===== src/rtl/crs_pkg.sv =====
`timescale 1ns/1ps
package crs_pkg;

    localparam int unsigned PERIOD_W = 12;  // system clocks per word period
    localparam int unsigned BITS_W   = 9;   // bit-clock edges per word period

    typedef enum logic [1:0] {
        RATIO_256  = 2'b00,
        RATIO_384  = 2'b01,
        RATIO_512  = 2'b10,
        RATIO_NONE = 2'b11
    } ratio_e;

    typedef enum logic [1:0] {
        SYNC_HUNT   = 2'b00,
        SYNC_SETTLE = 2'b01,
        SYNC_RUN    = 2'b10
    } sync_state_e;

    // Result of one word-clock period, valid while frame_tick is high
    typedef struct packed {
        logic [PERIOD_W-1:0] period;
        logic [BITS_W-1:0]   bits;
        logic [BITS_W-1:0]   prev_bits;
        logic                have_prev;
    } frame_meas_t;

    function automatic int unsigned abs_diff(input int unsigned a, input int unsigned b);
        return (a > b) ? (a - b) : (b - a);
    endfunction

    function automatic ratio_e classify(input int unsigned period,
                                        input int unsigned base,
                                        input int unsigned tol);
        ratio_e r;
        r = RATIO_NONE;
        if (abs_diff(period, base) <= tol)
            r = RATIO_256;
        else if (abs_diff(period, base + base / 2) <= tol)
            r = RATIO_384;
        else if (abs_diff(period, 2 * base) <= tol)
            r = RATIO_512;
        return r;
    endfunction

endpackage


===== src/rtl/crs_frame_meter.sv =====
`timescale 1ns/1ps
module crs_frame_meter
    import crs_pkg::*;
(
    input  logic        clk,
    input  logic        rst,
    input  logic        wclk,
    input  logic        bclk,
    output logic        frame_rise,
    output logic        frame_tick,
    output frame_meas_t meas
);

    localparam logic [PERIOD_W-1:0] PERIOD_MAX = {PERIOD_W{1'b1}};
    localparam logic [BITS_W-1:0]   BITS_MAX   = {BITS_W{1'b1}};

    logic                wclk_r, wclk_rr;
    logic                bclk_r, bclk_rr;
    logic                started;
    logic                meas_valid;
    logic                bit_rise;
    logic [PERIOD_W-1:0] cyc;
    logic [BITS_W-1:0]   bit_cnt;
    logic [BITS_W-1:0]   bit_next;

    assign frame_rise = wclk_r & ~wclk_rr;
    assign bit_rise   = bclk_r & ~bclk_rr;
    assign bit_next   = (bit_cnt == BITS_MAX) ? bit_cnt
                                              : bit_cnt + {{(BITS_W-1){1'b0}}, bit_rise};

    always_ff @(posedge clk) begin
        if (rst) begin
            wclk_r     <= 1'b0;
            wclk_rr    <= 1'b0;
            bclk_r     <= 1'b0;
            bclk_rr    <= 1'b0;
            started    <= 1'b0;
            meas_valid <= 1'b0;
            frame_tick <= 1'b0;
            cyc        <= '0;
            bit_cnt    <= '0;
            meas       <= '0;
        end else begin
            wclk_r     <= wclk;
            wclk_rr    <= wclk_r;
            bclk_r     <= bclk;
            bclk_rr    <= bclk_r;
            frame_tick <= frame_rise & started;
            if (frame_rise) begin
                started        <= 1'b1;
                meas_valid     <= started;
                cyc            <= {{(PERIOD_W-1){1'b0}}, 1'b1};
                bit_cnt        <= '0;
                meas.period    <= cyc;
                meas.bits      <= bit_next;
                meas.prev_bits <= meas.bits;
                meas.have_prev <= meas_valid;
            end else begin
                cyc     <= (cyc == PERIOD_MAX) ? cyc : cyc + 1'b1;
                bit_cnt <= bit_next;
            end
        end
    end

endmodule


===== src/rtl/crs_ratio_lock.sv =====
`timescale 1ns/1ps
module crs_ratio_lock
    import crs_pkg::*;
#(
    parameter int unsigned BASE = 256,
    parameter int unsigned TOL  = 2
) (
    input  logic        clk,
    input  logic        rst,
    input  logic        frame_tick,
    input  frame_meas_t meas,
    output logic        match,
    output ratio_e      ratio
);

    ratio_e              cls_now;
    ratio_e              prev_cls;
    logic [PERIOD_W-1:0] prev_period;
    logic                prev_valid;

    assign cls_now = classify(32'(meas.period), BASE, TOL);
    assign match   = prev_valid && (cls_now != RATIO_NONE) && (cls_now == prev_cls)
                     && (abs_diff(32'(meas.period), 32'(prev_period)) <= TOL);

    always_ff @(posedge clk) begin
        if (rst) begin
            prev_valid  <= 1'b0;
            prev_cls    <= RATIO_NONE;
            prev_period <= '0;
            ratio       <= RATIO_NONE;
        end else if (frame_tick) begin
            prev_valid  <= 1'b1;
            prev_cls    <= cls_now;
            prev_period <= meas.period;
            ratio       <= match ? cls_now : RATIO_NONE;
        end
    end

endmodule


===== src/rtl/crs_rate_enable.sv =====
`timescale 1ns/1ps
module crs_rate_enable
    import crs_pkg::*;
(
    input  logic   clk,
    input  logic   rst,
    input  logic   frame_rise,
    input  ratio_e ratio,
    output logic   en
);

    logic [1:0] ph;
    logic       wrap;

    // 384x runs a modulo-3 phase, 512x a modulo-2 phase
    assign wrap = (ph == 2'd2) || ((ratio == RATIO_512) && (ph == 2'd1));

    always_ff @(posedge clk) begin
        if (rst || frame_rise)
            ph <= 2'd0;
        else
            ph <= wrap ? 2'd0 : ph + 2'd1;
    end

    always_comb begin
        unique case (ratio)
            RATIO_256: en = 1'b1;
            RATIO_384: en = (ph != 2'd2);
            RATIO_512: en = (ph == 2'd0);
            default:   en = 1'b0;
        endcase
    end

endmodule


===== src/rtl/crs_sync_seq.sv =====
`timescale 1ns/1ps
module crs_sync_seq
    import crs_pkg::*;
#(
    parameter int unsigned DRIFT_MAX   = 6,
    parameter int unsigned MUTE_FRAMES = 32
) (
    input  logic        clk,
    input  logic        rst,
    input  logic        frame_tick,
    input  logic        match,
    input  frame_meas_t meas,
    output logic        sync_ok,
    output logic        mute_req
);

    localparam int unsigned HW = $clog2(MUTE_FRAMES + 1);
    localparam logic [HW-1:0] HOLD_LAST = HW'(MUTE_FRAMES - 1);

    sync_state_e   state;
    logic [HW-1:0] hold_cnt;
    logic          drift_bad;
    logic          loss;

    assign drift_bad = meas.have_prev &&
                       (abs_diff(32'(meas.bits), 32'(meas.prev_bits)) > DRIFT_MAX);
    assign loss      = !match || drift_bad;
    assign sync_ok   = (state != SYNC_HUNT);
    assign mute_req  = (state != SYNC_RUN);

    always_ff @(posedge clk) begin
        if (rst) begin
            state    <= SYNC_HUNT;
            hold_cnt <= '0;
        end else if (frame_tick) begin
            unique case (state)
                SYNC_HUNT: begin
                    if (!loss) begin
                        state    <= SYNC_SETTLE;
                        hold_cnt <= '0;
                    end
                end
                SYNC_SETTLE: begin
                    if (loss)
                        state <= SYNC_HUNT;
                    else if (hold_cnt == HOLD_LAST)
                        state <= SYNC_RUN;
                    else
                        hold_cnt <= hold_cnt + 1'b1;
                end
                default: begin
                    if (loss)
                        state <= SYNC_HUNT;
                end
            endcase
        end
    end

endmodule


===== src/rtl/clk_ratio_sync_mon.sv =====
`timescale 1ns/1ps
module clk_ratio_sync_mon
    import crs_pkg::*;
#(
    parameter int unsigned BASE        = 256,
    parameter int unsigned TOL         = 2,
    parameter int unsigned DRIFT_MAX   = 6,
    parameter int unsigned MUTE_FRAMES = 32
) (
    input  logic       clk,
    input  logic       rst,
    input  logic       wclk,
    input  logic       bclk,
    output logic [1:0] ratio_code,
    output logic       en_256,
    output logic       sync_ok,
    output logic       mute_req
);

    logic        frame_rise;
    logic        frame_tick;
    logic        match;
    frame_meas_t meas;
    ratio_e      ratio;

    crs_frame_meter u_meter (
        .clk        (clk),
        .rst        (rst),
        .wclk       (wclk),
        .bclk       (bclk),
        .frame_rise (frame_rise),
        .frame_tick (frame_tick),
        .meas       (meas)
    );

    crs_ratio_lock #(.BASE(BASE), .TOL(TOL)) u_lock (
        .clk        (clk),
        .rst        (rst),
        .frame_tick (frame_tick),
        .meas       (meas),
        .match      (match),
        .ratio      (ratio)
    );

    crs_rate_enable u_enable (
        .clk        (clk),
        .rst        (rst),
        .frame_rise (frame_rise),
        .ratio      (ratio),
        .en         (en_256)
    );

    crs_sync_seq #(.DRIFT_MAX(DRIFT_MAX), .MUTE_FRAMES(MUTE_FRAMES)) u_seq (
        .clk        (clk),
        .rst        (rst),
        .frame_tick (frame_tick),
        .match      (match),
        .meas       (meas),
        .sync_ok    (sync_ok),
        .mute_req   (mute_req)
    );

    assign ratio_code = ratio;

endmodule


===== config.mk =====
export PLATFORM = sky130hd
export DESIGN_NAME = clk_ratio_sync_mon
export DESIGN_NICKNAME = d
export VERILOG_FILES = /design/src/rtl/crs_pkg.sv /design/src/rtl/crs_frame_meter.sv /design/src/rtl/crs_ratio_lock.sv /design/src/rtl/crs_rate_enable.sv /design/src/rtl/crs_sync_seq.sv /design/src/rtl/clk_ratio_sync_mon.sv
export SDC_FILE = /design/constraint.sdc
export NUM_CORES = 1
export LEC_CHECK = 0
export BUFFER_PORTS_ARGS = -buffer_cell sky130_fd_sc_hd__buf_2
export CORE_ASPECT_RATIO = 0.75
export CORE_MARGIN = 4
export CORE_UTILIZATION = 55
export CTS_CLUSTER_SIZE = 30
export DETAILED_ROUTE_END_ITERATION = 10
export PLACE_DENSITY = 0.78
export SYNTH_ARGS = -nofsm -noshare
export SYNTH_HDL_FRONTEND = slang
export SYNTH_HIERARCHICAL = 1
export SYNTH_SLANG_ARGS = --single-unit

===== constraint.sdc =====
create_clock -name clk -period 6.1 [get_ports clk]
set_input_delay 0 -clock clk [delete_from_list [all_inputs] [get_ports clk]]
set_output_delay 0 -clock clk [all_outputs]
set_load 0.005 [all_outputs]

==> results of run 1 <==
## area by class of cell
| type | instances | area [um2] |
|---|---|---|
| multi-input cells | 662 | 4606 |
| inverters | 60 | 225.2 |
| clock inverters | 5 | 82.58 |
| well taps | 162 | 202.7 |
| repair buffers | 17 | 112.6 |
| flip-flops and latches | 86 | 1722 |
| fillers | 1115 | 4637 |
| clock buffers | 10 | 239.0 |
## metrics by stage
stage | instance area, um2 | power, mW | setup slack (ps) | utilization, %
2_1_floorplan | 6802 | 0.7665 | 1314 | -
3_3_place_gp | 6848 | 0.8042 | 842.7 | 57.90
3_5_place_dp | 6848 | 0.8053 | 732.5 | 57.90
4_1_cts | 7189 | 1.397 | 717.1 | 60.79
5_1_grt | 7189 | 1.451 | 257.0 | 60.79
6_report | 7189 | 1.390 | 682.5 | 60.79
## sequential cells by signal (all words and copies together), names as in the netlist
name / flops
u_meter/bclk_rr: 1
u_meter/started: 1
u_enable/ph: 2
u_seq/state: 2
u_meter/meas: 31
u_lock/prev_cls: 2
u_lock/prev_period: 12
u_meter/meas_valid: 1
u_lock/prev_valid: 1
u_meter/cyc: 12
u_meter/bclk_r: 1
u_meter/wclk_r: 1
u_meter/wclk_rr: 1
u_meter/bit_cnt: 9
u_lock/ratio: 2
u_meter/frame_tick: 1
u_seq/hold_cnt: 6
## power by group through the flow
stage / clock network [mW] / registers (mW) / logic [mW]
3_5_place_dp: 0 / 0.594 / 0.212
2_1_floorplan: 0 / 0.591 / 0.175
6_report: 0.592 / 0.581 / 0.217
3_3_place_gp: 0 / 0.593 / 0.211
5_1_grt: 0.629 / 0.582 / 0.239
4_1_cts: 0.603 / 0.581 / 0.213
## metal layers
metal | vias up | track usage, % | part of all wire, %
li1 | 2992 | - | -
met1 | 2756 | 37.80 | 54
met2 | 193 | 30.71 | 39
met3 | 12 | 5.416 | 6.7
met4 | 0 | 3.813 | 0.67
met5 | - | 0 | 0
## cells in the final DEF, fill, tap and decap left out, types with 9 or more instances in the layout
cell type and count:
a21o_1 10, nand2_1 91, mux2i_1 24, xnor2_1 13
a31oi_1 10, ha_1 63, xor2_1 13, a21oi_1 88
nor3_1 16, dfxtp_1 86, nand3_1 20, clkbuf_16 9
a211oi_1 11, and2_1 13, or3_1 9, nand4_1 17
nor2b_1 17, nor2_1 62, o21ai_0 29, inv_1 60
o211ai_1 11
## critical path: stages (launching register included)
cell	delay (ps)
dfxtp_1	530
inv_1	290
ha_1	510
nand3_1	200
o211ai_1	120
or2_2	340
o21ai_2	560
mux2i_1	340
xnor2_2	150
nand2_1	70
a2111o_1	360
nor4b_2	430
nand2_1	170
a2111oi_2	440
nor2_2	170
or4_1	520
a21oi_1	140
## how the worst max path moves through the flow
| stage | start | end | slack, ps |
|---|---|---|---|
| final | u_meter/meas[28] | u_seq/hold_cnt[5] | 680 |
| after floorplan | u_meter/meas[27] | u_seq/hold_cnt[5] | 1310 |
| after detailed placement | u_meter/meas[28] | u_seq/hold_cnt[5] | 730 |
| after global placement | u_meter/meas[28] | u_seq/hold_cnt[5] | 840 |
| after global routing | u_meter/meas[28] | u_seq/hold_cnt[5] | 260 |
| after CTS | u_meter/meas[28] | u_seq/hold_cnt[5] | 720 |
## cells by family after synthesis
family,after synthesis
multiplexers,27
AO/OA/AOI/OAI,231
XOR/XNOR,28
flip-flops,86
buffers and inverters,99
adder cells (fa/ha/maj),67
AND/OR/NAND/NOR,309
## what timing repair did
action,in CTS,in global routing
hold endpoints to repair,2,0
endpoints found under the setup margin,0,0
hold buffers,2,0
buffers inserted,0,0
==> out/qor.yml, run 1 <==
synth:
  async_flop_share_pct: 0
  synth_area_um2: 6802
  synthMuxAreaShare_pct: 4.029
  synth-xor-area-share_pct: 3.826
  yosys_warnings: 6
  ys_top_cells_by_area: "dfxtp_1 (25%), ha_1 (12%), a21oi_1 (6.5%), nand2_1 (5.0%), mux2i_1 (3.5%)"
  yosysMostFrequentCell: "nand2_1"
  ys.flop_type: "dfxtp_1"
  mappedNetlistNets: 918
  avgSynthCellArea_um2: 8.030
  synth_simple_gate_area_share_pct: 24.26
  ys_ff_latch: 86
  synth_compound_area_share_pct: 22.83
  synthTopCellsByCount: "nand2_1 (91), a21oi_1 (88), dfxtp_1 (86)"
  synth_top_family_by_area: "simple AND/OR/NAND/NOR gates"
  yosysSeqAreaShare_pct: 25.31
  synth-edff-count: 0
  synth_cell_types: 93
  yosysTopAreaCell: "dfxtp_1"
  synthAdderAreaFrac_pct: 12.77
  synth_top_area_share_pct: 25.31
  synthCells: 847
placement:
  gp_congestion: 0.9547
  numPortBuffers: 8
  dp_cells: 985
  dp_hpwl_mm: 11.95
pwr:
  p_clk_share_pct: 42.6
  p_int_mw: 1.032
  power_leakage_nw: 2.792
  seqPwrFrac_pct: 41.8
  vdd_drop_max_v: 0.0001720
  p_comb_share_pct: 15.6
  swShare_pct: 25.77
  power_switching_mw: 0.3581
  power_density_nw_per_um2: 193.3
sta:
  max_freq_mhz: 184.6
  finalClockSkew_ps: 5.632
  hold_viol_final: 0
  max_slew.worst_pin.slew_ps: 865.4
  hold_ws_ps: 293.1
  slew_violations: 0
  rsz0062_at_grt: "false"
  finalSetupTns_ps: 0
  finalSetupViolCount: 0
  period_minus_slack_ps: 5418
  relSlewSlack_pct: 41.58
  period_share_pct: 88.81
global_route:
  antenna_found_initial: 0
  grt_max_degree: 66
  gr-total-overflow: 0
  grt_usage_pct: 23.23
  grt_pass1_vias: 5360
  grt_pass1_wl_mm: 27.21
worst_hold_path:
  hold_start: "rst"
  timing.hold.worst_endpoint: "u_lock/prev_period[11]"
  hp-class: "input port to register"
  hold_depth: 3
route:
  via_count: 5953
  drt_iter0_drc: 605
  wl_per_cell_um: 16.03
  wl_mm: 16.06
  drc: 0
  drt_first_pass_iters: 5
  drt-vias-per-instance: 5.941
  detail-route-antenna-nets: 0
cts:
  cts_htree_levels: 3
  cts_num_sinks: 86
  clk_latency_ps: 340
  clk_pin_slew_ps: 60
  cts_tree: "done"
  numCtsBuffers: 9
  cts_buffer_depth: 2
  clockRootBuffer: "clkbuf_16"
  ctsResizeCount: 0
setup_path:
  crit_arrival_ps: 5690
  crit_type: "register to register"
  reg2reg_setup_slack_ps: 680
  critPathRequiredTime_ps: 6370
  crit_fanout: 12
  cp-start-kind: "register"
  r2r_cells: 16
  endpoint_kind: "register"
  reg2reg_from: "u_meter/meas[28]"
  worstReg2RegEnd: "u_seq/hold_cnt[5]"
final_layout:
  drive_gt1_share_pct: 9.286
  syn_to_final_growth_pct: 5.703
  layout.nets: 907
  diodes: 0
  final_cells: 1002
floorplan:
  fp.dieW_um: 136.4
  die_area_um2: 14230
  initial_core_util_pct: 57.51
  io_pins: 9
  coreArea_um2: 11830
  rows: 34
  die_y_um: 104.3
job:
  drv_cap: 0
outcome:
  status: "complete, no violations"
Power figures use the tool's default switching activity.
==> run 2, diff against run 1 <==
--- a/config.mk
+++ b/config.mk
@@ -5,9 +5,10 @@
 export SDC_FILE = /design/constraint.sdc
 export NUM_CORES = 1
 export LEC_CHECK = 0
+export ABC_CLOCK_PERIOD_IN_PS = 6100
 export BUFFER_PORTS_ARGS = -buffer_cell sky130_fd_sc_hd__buf_2
 export CORE_ASPECT_RATIO = 0.75
-export CORE_MARGIN = 4
+export CORE_MARGIN = 3
 export CORE_UTILIZATION = 55
 export CTS_CLUSTER_SIZE = 30
 export DETAILED_ROUTE_END_ITERATION = 10
==> run 2 against run 1 <==
Count of clock-buffer cells in the layout is 3 higher. Core utilization is 0.30 points lower. Routed wire length is 1.4% higher. Global-route usage is 1.2 points higher. Non-clock buffer count stayed put. Critical path depth is 1 lower. Clock power is 9.6% lower. Sequential power hardly changed. Total power is 3.9% lower. Die area is 3.4% lower. Worst setup slack better by 9.5 ps. Critical endpoint unchanged.
==> out/qor.yml, run 2 (synthesized netlist as in run 1, its figures left out) <==
pwr:
  p_clk_share_pct: 40.1  # -2.5 points
  p_comb_share_pct: 16.4  # +0.8 points
  total_power_mw: 1.335  # -3.9%
  power_switching_mw: 0.3699  # +3.3%
  p_int_mw: 0.9650  # -6.5%
  vdd_drop_max_v: 0.0001435  # -17%
  power_leakage_nw: 2.774  # -0.66%
  seqPwrFrac_pct: 43.5  # +1.7 points
  power_density_nw_per_um2: 186.6  # -3.5%
  swShare_pct: 27.71  # +1.9 points
floorplan:
  io_pins: 9  # unchanged
  rows: 34  # unchanged
  die_y_um: 102.3  # -1.9%
  coreArea_um2: 11830  # unchanged
  die_area_um2: 13750  # -3.4%
  fp.dieW_um: 134.4  # -1.5%
  initial_core_util_pct: 57.51  # unchanged
global_route:
  grt_pass1_vias: 5615  # +4.8%
  grt_max_degree: 66  # unchanged
  grt_pass1_wl_mm: 27.33  # +0.46%
  gr-total-overflow: 0  # unchanged
  grt_usage_pct: 24.40  # +1.2 points
  antenna_found_initial: 0  # unchanged
final_layout:
  largest_reg_flops: 31  # unchanged
  layout_commonest_cell: "nand2_1"
  layout.nets: 907  # unchanged
  reg_top3: "u_meter/meas: 31 flops, u_lock/prev_period: 12 flops, u_meter/cyc: 12 flops"
  drive_gt1_share_pct: 9.156  # -0.13 points
  syn_to_final_growth_pct: 5.188
  fill_cells: 1121  # +0.54%
  largest-register: "u_meter/meas"
  final_cell_mix: "nand2_1 (91), a21oi_1 (88), dfxtp_1 (86)"
  diodes: 0  # unchanged
route:
  via_count: 6021  # +1.1%
  wl_per_cell_um: 16.24  # +1.3%
  drt_first_pass_iters: 6  # +1
  drc: 0  # unchanged
  detail-route-antenna-nets: 0  # unchanged
  drt_iter0_drc: 509  # -16%
  drt-vias-per-instance: 6.003  # +1.0%
  wl_mm: 16.29  # +1.4%
setup_path:
  critPathRequiredTime_ps: 6370  # about the same
  cp-start-kind: "register"
  reg2reg_from: "u_meter/meas[26]"
  endpoint_kind: "register"
  crit_start: "u_meter/meas[26]"
  cp_slowest_cell: "dfxtp_1"
  crit_type: "register to register"
  cp_common_cell: "nand2_1"
  worstPathCellList: "inv_1, ha_1, and4_4, or4b_4, o21ai_2, mux2i_1, xor2_1, nand2_1, a2111o_1, nor4b_2, nand2_1, a2111oi_2, nor2_2, or4_1, a21oi_1"
  crit_arrival_ps: 5680  # about the same
  cp_slowest_stage_delay_ps: 630  # +70 ps
  crit_fanout: 16  # +4
sta:
  slew_violations: 0  # unchanged
  finalSetupViolCount: 0  # unchanged
  max_slew.worst_pin.slew_ps: 773.6  # -91.76 ps
  max_freq_mhz: 184.9  # +0.17%
  period_share_pct: 88.66  # -0.16 points
  hold_viol_final: 0  # unchanged
  fin_ws_ps: 692.0  # +9.475 ps
  relSlewSlack_pct: 48.43  # +6.8 points
  period_minus_slack_ps: 5408  # -9.475 ps
  finalSetupTns_ps: 0  # unchanged
  finalClockSkew_ps: 6.746  # +1.114 ps
  rsz0062_at_grt: "false"
cts:
  clockRootBuffer: "clkbuf_16"
  cts_tree: "done"
  cts_htree_levels: 3  # unchanged
  numCtsBuffers: 9  # unchanged
  clk_latency_ps: 340  # about the same
  cts_num_sinks: 86  # unchanged
  clk_pin_slew_ps: 70  # about the same
  post-cts-setup-buffer-count: 0  # unchanged
  cts_buffer_depth: 2  # unchanged
placement:
  numPortBuffers: 8  # unchanged
  dp_hpwl_mm: 11.79  # -1.3%
  gp_congestion: 1.003  # +5.1%
  pre_cts_slack_ps: 805.0  # +72.56 ps
job:
  drv_cap: 0  # unchanged
outcome:
  status: "complete, no violations"
worst_hold_path:
  hold_start: "rst"
  hp-class: "input port to register"
[run 2: power groups by stage]
stage          clock network (mW)  logic [mW]  registers [mW]
6_report                    0.535       0.219           0.581
5_1_grt                     0.568       0.240           0.583
4_1_cts                     0.547       0.215           0.581
3_5_place_dp                    0       0.212           0.594
3_3_place_gp                    0       0.210           0.593
2_1_floorplan                   0       0.175           0.591
[run 2: worst paths after layout]
path	endpoint	cells after the start	slack, ps
setup / recovery	u_seq/hold_cnt[5]	15	690
hold / removal	u_lock/prev_period[10]	3	290
setup reg to reg	u_seq/hold_cnt[5]	15	690
hold reg to reg	u_meter/meas[0]	2	460
[run 2: repair_timing]
action,in CTS,in global routing
hold buffers,2,0
endpoints found under the hold margin,2,0
endpoints found under the setup margin,0,0
gates resized for setup,0,0
[run 2: critical path, delay by kind of cell (launching register included)]
kind | cells | cell delay, ps
DFF | 1 | 630
and+or+nand+nor | 7 | 2160
muxes | 1 | 300
AOI/OAI and AO/OA | 4 | 1240
xor gates and xnor gates | 1 | 220
adders and majority gates | 1 | 570
buffers and inverters | 1 | 220
[run 2: layout make-up]
type,instances,area [um2],area share (%)
multi-input cells,662,4606,64.38
flip-flops and latches,86,1722,24.06
clock buffers,13,260.3,3.638
inverters,60,225.2,3.148
well taps,162,202.7,2.833
repair buffers,17,112.6,1.574
clock inverters,3,26.28,0.3673
[run 2: metal layers]
layer,vias to the layer above,share of wire [%],track usage (%)
li1,3004,-,-
met1,2775,49,35.55
met2,224,41,36.10
met3,18,8.6,6.201
met4,0,1.2,6.260
met5,-,0,0
[run 2: per-stage QoR]
stage | util [%] | area, um2 | hold slack [ps] | std cells
after floorplan | - | 6802 | 69.07 | 847
after global placement | 57.90 | 6848 | 214.4 | 985
after detailed placement | 57.90 | 6848 | 220.9 | 985
after CTS | 60.50 | 7154 | 288.3 | 1003
after global routing | 60.50 | 7154 | 332.1 | 1003
final | 60.50 | 7154 | 291.5 | 1003
